File: config.mk
export PLATFORM = sky130hd
export DESIGN_NAME = ts_ring_writer
export DESIGN_NICKNAME = d
export VERILOG_FILES = /design/src/rtl/ts_ring_writer.sv
export SDC_FILE = /design/constraint.sdc
export NUM_CORES = 1
export LEC_CHECK = 0
export CORE_MARGIN = 3
export CORE_UTILIZATION = 45
export DETAILED_ROUTE_END_ITERATION = 6
export DONT_BUFFER_PORTS = 1
export PLACE_DENSITY = 0.66
export RECOVER_POWER = 50
export SLEW_MARGIN = 5
export SYNTH_ARGS = -nofsm -noshare
export SYNTH_HDL_FRONTEND = slang
export SYNTH_SLANG_ARGS = --single-unit
File: constraint.sdc
create_clock -name clk -period 10.5 [get_ports clk]
set_input_delay 1.05 -clock clk [delete_from_list [all_inputs] [get_ports clk]]
set_output_delay 1.05 -clock clk [all_outputs]
set_load 0.02 [all_outputs]
File: src/rtl/ts_ring_writer.sv
module ts_ring_writer #(
  parameter int AW           = 32,
  parameter int LW           = 24,
  parameter int DW           = 32,
  parameter int DEF_PKT_LEN  = 188,
  parameter int DEF_IRQ_PKTS = 47,
  parameter int DEF_RING_LEN = 44180
)(
  input  logic          clk,
  input  logic          rst_n,
  input  logic [7:0]    ts_data,
  input  logic          ts_valid,
  input  logic          ts_start,
  input  logic          host_evt,
  input  logic          ir_evt,
  input  logic          reg_wr,
  input  logic [3:0]    reg_addr,
  input  logic [DW-1:0] reg_wdata,
  output logic [DW-1:0] reg_rdata,
  output logic          mem_we,
  output logic [AW-1:0] mem_addr,
  output logic [7:0]    mem_data,
  output logic          irq
);
  localparam logic [3:0] IX_CTRL = 4'd0, IX_BASE = 4'd1, IX_RING = 4'd2,
                         IX_PLEN = 4'd3, IX_NIRQ = 4'd4, IX_WPOS = 4'd5,
                         IX_RSTR = 4'd6, IX_MASK = 4'd7, IX_STAT = 4'd8;

  logic          run, in_pkt;
  logic [AW-1:0] base;
  logic [LW-1:0] ring, plen, nirq, off, bcnt, pkcnt;
  logic [3:0]    mask, status;

  logic          sync_hit, restart_hit, take, done, pk_full, ts_set;
  logic [LW-1:0] cnt_nxt, off_nxt, pk_nxt;
  logic [3:0]    st_clr, st_set, st_nxt;

  assign sync_hit    = ts_start && (ts_data == 8'h47);
  assign restart_hit = reg_wr && (reg_addr == IX_RSTR) && reg_wdata[0];
  assign take        = run && ts_valid && (in_pkt || sync_hit) && !restart_hit;
  assign cnt_nxt     = in_pkt ? bcnt + LW'(1) : LW'(1);
  assign done        = (cnt_nxt == plen);
  assign pk_nxt      = pkcnt + LW'(1);
  assign pk_full     = (pk_nxt >= nirq);
  assign off_nxt     = (off + LW'(1) == ring) ? '0 : off + LW'(1);
  assign ts_set      = take && done && pk_full;

  assign st_clr = (reg_wr && reg_addr == IX_STAT) ? reg_wdata[3:0] : 4'b0000;
  assign st_set = {ir_evt, host_evt, 1'b0, ts_set};
  assign st_nxt = (status & ~st_clr) | st_set;

  assign mem_we   = take;
  assign mem_addr = base + AW'(off);
  assign mem_data = ts_data;
  assign irq      = run && |(status & mask);

  always_comb begin
    case (reg_addr)
      IX_CTRL: reg_rdata = DW'(run);
      IX_BASE: reg_rdata = DW'(base);
      IX_RING: reg_rdata = DW'(ring);
      IX_PLEN: reg_rdata = DW'(plen);
      IX_NIRQ: reg_rdata = DW'(nirq);
      IX_WPOS: reg_rdata = DW'(mem_addr);
      IX_MASK: reg_rdata = DW'(mask);
      IX_STAT: reg_rdata = DW'(status);
      default: reg_rdata = '0;
    endcase
  end

  always_ff @(posedge clk or negedge rst_n) begin
    if (!rst_n) begin
      run    <= 1'b0;
      base   <= '0;
      ring   <= LW'(DEF_RING_LEN);
      plen   <= LW'(DEF_PKT_LEN);
      nirq   <= LW'(DEF_IRQ_PKTS);
      mask   <= 4'b0000;
      status <= 4'b0000;
      off    <= '0;
      bcnt   <= '0;
      pkcnt  <= '0;
      in_pkt <= 1'b0;
    end else begin
      if (reg_wr) begin
        case (reg_addr)
          IX_CTRL: run  <= reg_wdata[0];
          IX_BASE: base <= reg_wdata[AW-1:0];
          IX_RING: ring <= reg_wdata[LW-1:0];
          IX_PLEN: plen <= reg_wdata[LW-1:0];
          IX_NIRQ: nirq <= reg_wdata[LW-1:0];
          IX_MASK: mask <= reg_wdata[3:0];
          default: ;
        endcase
      end
      if (restart_hit) begin
        off    <= '0;
        bcnt   <= '0;
        pkcnt  <= '0;
        in_pkt <= 1'b0;
      end else if (take) begin
        off    <= off_nxt;
        in_pkt <= !done;
        bcnt   <= done ? '0 : cnt_nxt;
        if (done) pkcnt <= pk_full ? '0 : pk_nxt;
      end
      status <= st_nxt;
    end
  end

  // writes only happen while running
  a_r2_no_write_idle: assert property (@(posedge clk) disable iff (!rst_n)
    mem_we |-> run);
  // a new packet only opens on sync byte with start strobe
  a_r3_sync_first: assert property (@(posedge clk) disable iff (!rst_n)
    (mem_we && !in_pkt) |-> (ts_start && ts_data == 8'h47));
  // offset returns to zero at the ring length
  a_r4_wrap: assert property (@(posedge clk) disable iff (!rst_n)
    (take && off + LW'(1) == ring) |=> (off == '0));
  // restart puts the write position back at the base
  a_r7_restart: assert property (@(posedge clk) disable iff (!rst_n)
    restart_hit |=> (mem_addr == base && !in_pkt));
  // a set in the same cycle as a clear wins
  a_r9_set_wins: assert property (@(posedge clk) disable iff (!rst_n)
    host_evt |=> status[2]);
  // completing an interrupt group raises stream status
  a_r8_ts_status: assert property (@(posedge clk) disable iff (!rst_n)
    ts_set |=> status[0]);
  // no interrupt while stopped
  a_r10_irq_gate: assert property (@(posedge clk) disable iff (!rst_n)
    irq |-> run);
endmodule

Word level (Yosys, flattened, before mapping)
Cells that the tools add are included.

storage, ports and cells
  flip-flop bits (word level) = 186
  bits of input ports = 51
  output and inout port bits = 74
  word-level logic and storage cells = 70

operators by class
  $add $sub $neg = 4
  order comparisons = 1
  equality and inequality tests = 11
  multiplexer cells = 15
  bitwise gates (word level) = 4
  reduce and logical (&&, ||, !) cells = 24

operator list
  kind                     number
  $mux W24                 11
  $pmux W32 S8             1
  $add A24 B1 Y24 const B  3
  $eq A24 B24 Y1           2
  $add A32 B24 Y32         1
  $ge A24 B24 Y1           1
  $eq A4 B3 Y1 const B     4
  $reduce_and A2 Y1        7
  $logic_and A1 B1 Y1      10
  $and A4 B4 Y4            2
  $eq A4 B2 Y1 const B     2
  $eq A8 B7 Y1 const B     1
  $eq A4 B1 Y1 const B     1
  $eq A4 B4 Y1 const B     1
  $logic_not A4 Y1         1
  $mux W4                  1
  $not A4 Y4               1
  $or A4 B4 Y4             1
  $reduce_bool A2 Y1       2
  $reduce_or A4 Y1         1
  $logic_not A1 Y1         2
  $mux W1                  2
  $logic_or A1 B1 Y1       1

Depth between registers and ports, before layout
  depth after elaboration = 8
  gate-level depth with buffers = 17
  depth with buffers taken out = 15

Worst setup path after synthesis
OpenSTA, ideal clock, no wires.

  path kind = flip-flop to output port
  start point = register off[0]
  end point = output reg_rdata[26]
  arrival time = 3069 ps
  path slack = 6381 ps
  stages on the path, launching flop included = 13
  cells stage by stage = dfrtp_1 > ha_1 > fa_1 > a211oi_1 > o21bai_1 > nand4_1 > a21o_1 > o211ai_1 > a311o_1 > a21oi_1 > clkbuf_1 > o21ai_0 > a21oi_1

on the way
  word-level cells in the longest chain between the ends = 2

RTL lines
  item                    RTL line  RTL
  start, declared         31        logic [LW-1:0] ring, plen, nirq, off, bcnt, pkcnt;
  start signal, assigned  102       off <= off_nxt;
  $add A32 B24 Y32        53        assign mem_addr = base + AW'(off);
  $pmux W32 S8            58        case (reg_addr)
  end, declared           19        output logic [DW-1:0] reg_rdata,

No other way between the ends.

Worst setup path in the final report
  start point = register off[0]
  end point = output reg_rdata[28]

Same word-level chain as after synthesis.

==> impl_results.md <==
- Status: complete, but fails checks
- Violated checks: max-capacitance violations, max-slew violations
- Worst-Skew Late Latency: 0.45 ns
- Fin. max-slew vios: 58
- Sequential area share after synthesis: 34.6%
- Total Power: 0.00243 W
- Antenna diodes: 0
- Mean Syn Cell Area: 9.13 sq um
- Minimum clock period: 5.56 ns
- Initial Util: 46.4%
- WL/cell: 22.2 um
- Worst EP required: 9.45 ns
- Share of post-route cells with drive strength above 1: approximately 14%
- Synthesized cell area: around 0.014 sq mm
- Post-synth cell types: 84
- Final setup fails: 0
- Remaining DRCs: 0
- Slew @ Worst Pin: roughly 2.1 ns
- Syn Inst Count: 1,482
- Vias per cell: between 6 and 7
- Hold buffer count at cts: 0
- First-pass GRT wire length: 63,600 um
- Post-DRT Antenna Nets: 0
- Largest net degree at the start of global routing: roughly 190
- Final hold vios: 0
- RSZ-0062 raised after global routing: no
- Hpwl dp: a little under 30,000 um
- Max Clock Freq: 0.180 GHz
- CTS Buffer Depth: 2
- P_leak: between 6 and 7 nW
- Number of synthesized flops with an enable pin: 0
- Post-synth top flop: dfrtp_1
- Setup crit start kind: flip-flop
- Post-synthesis register bit count: 186
- TritonCTS clock tree: yes
- Die area: around 0.032 sq mm
- CP Capture Type: output pin
- Post-synthesis net count: 1,585
- Slowest cell on crit path: a21oi_1
- Setup slack, reg-to-reg: 6.16 ns
- Largest stage delay on the critical path: roughly 0.92 ns
- Yosys warns: 0
- Nets: around 1,500
- I/O Pins: between 100 and 150
- # clock sinks: 186
- Clk root buf: clkbuf_16
- Vias in the first global route: 11,200
- Die W: 179 um
- Placed Instances: 1,783
- Commonest cells after routing, fill and taps aside: 169 x dfrtp_1, 149 x nand2_1, 113 x mux2_2, 81 x nand3_1, 70 x o21ai_0
- Most used cell, CP: a21oi_1
- Utilization after layout: 48.9%
- Max-slew headroom: -41.4%
- Total CTS buffers: 17
- PwrDens: 170 mW/mm^2
- Gpl congestion: 0.932
- Port bufs: 0
- Initial detailed-routing violation count: 1,256
- Commonest non-fill, non-tap cell in the layout: dfrtp_1
- Clk slew on worst S/H paths: about 0.08 ns
- Max Cap Viol: 2
- Critical-path cell list: ha_1 > fa_1 > a211oi_1 > o21bai_1 > nand4_1 > a21o_1 > o211ai_1 > a311o_1 > a21oi_1 > o21ai_0 > a21oi_1
- Die Ht: around 180 um
- Critical path fanouts, max: 12
- Total global-route track usage: 25.2%
- CP arrival: about 4.5 ns
- Post-CTS Resized: 0
- Post-CTS Setup Repair Bufs: 0
- Post-synth ARST share: 100%
- Rows: 62
- Setup TNS: 0 ns
- # H-tree levels: 4
- Setup CP Type: flip-flop to output pin
- Synthesis-to-finish area growth: 5.51%
- Core area: just under 0.03 sq mm
- Grt ovf: 0
- Clk_skew: 0.0137 ns
- Final cycle utilization of the critical path: 53.0%
- Worst Hold Class: primary input to asynchronous set/reset pin
- Drt pass-1 iters: 7
- Vias: 11,800
- Final WL: 40,300 um
- Max IR drop VDD: 0.119 mV
- Initial antenna violation count: 0
- Cell Count, Final, Fillers Out: between 1,500 and 2,000
cells in the mapped netlist (13+ instances only):
cell	instances	area [sq um]
o21ai_0	70	350
buf_2	30	150
nor4_1	17	106
mux2i_1	13	130
o211ai_1	20	150
nand2b_1	21	131
buf_4	16	120
nor3_1	28	140
nand4_1	33	206
xnor2_1	53	464
and3_1	30	188
mux2_2	113	1270
a211oi_1	20	150
a31oi_1	33	206
nand2_1	149	559
a21oi_1	60	300
a22o_1	14	123
inv_1	52	195
nor2_1	55	206
dfstp_2	17	447
a222oi_1	21	210
xor2_1	36	315
dfrtp_1	169	4230
a21o_1	39	293
or3_1	25	156
clkbuf_1	45	169
ha_1	51	638
nand3_1	81	405
routing by layer:
metal | vias to the layer above | GRT usage [%] | share of wire (%) | wire length, um
li1 | 5418 | - | - | -
met3 | 67 | 4.17 | 6.9 | 2780
met1 | 5832 | 35.2 | 43 | 17500
met2 | 494 | 40.8 | 47 | 19100
met5 | - | 0 | 0 | 0
met4 | 0 | 7.12 | 2.3 | 938
logic make-up after synthesis:
kind of cell	count (synthesis)	synth area share (%)
AOI/OAI and AO/OA	361	18.7
xor gates and xnor gates	90	5.94
adders and majority gates	52	4.87
buffers and inverters	151	5.03
DFF	186	34.6
muxes	126	10.4
and+or+nand+nor	516	20.5
power breakdown:
| group | switching, W | internal, W |
|---|---|---|
| combinational | 0.000437 | 0.000284 |
| clock | 0.000339 | 0.000346 |
| sequential | 0.000179 | 0.000846 |
| total | 0.000955 | 0.00148 |
sequential cells by signal, summed over array words and instances, names as in the netlist:
register  count
base         32
bcnt         24
in_pkt        1
mask          4
nirq         24
off          24
pkcnt        24
plen         24
ring         24
run           1
status        4
critical path: cells and delay by family (launching register included):
family,cells,cell delay (ns)
AO/OA/AOI/OAI,8,2.72
adder cells (fa/ha/maj),2,0.68
flip-flops,1,0.47
AND/OR/NAND/NOR,1,0.18
worst paths after layout:
| kind | cells after the start | to | from |
|---|---|---|---|
| max in group asynchronous | 0 | ring[11] | rst_n |
| min in group clk | 1 | pkcnt[13] | pkcnt[13] |
| min | 0 | bcnt[3] | rst_n |
| min reg2reg | 1 | pkcnt[13] | pkcnt[13] |
| max | 11 | reg_rdata[28] | off[0] |
| max reg2reg | 11 | off[9] | off[1] |
metrics by stage:
step                worst slack (ns)  hold slack, ns  area, sq um
finish                          4.94           0.312        14300
CTS                             5.00           0.301        14300
floorplan                       6.38           0.459        13500
detailed placement              5.51           0.494        13700
global placement                5.58           0.489        13700
global route                    4.71           0.295        14300
cell type report:
class                      instances  area (sq um)
clock buffer                      17           425
clock inverter                    15           200
fill                            2759         14900
inverter                          52           195
multi-input combinational       1145          8190
sequential                       186          4680
tap                              384           480
timing repair buffer              16           105
Note: power is estimated with default switching activity, not from simulation.
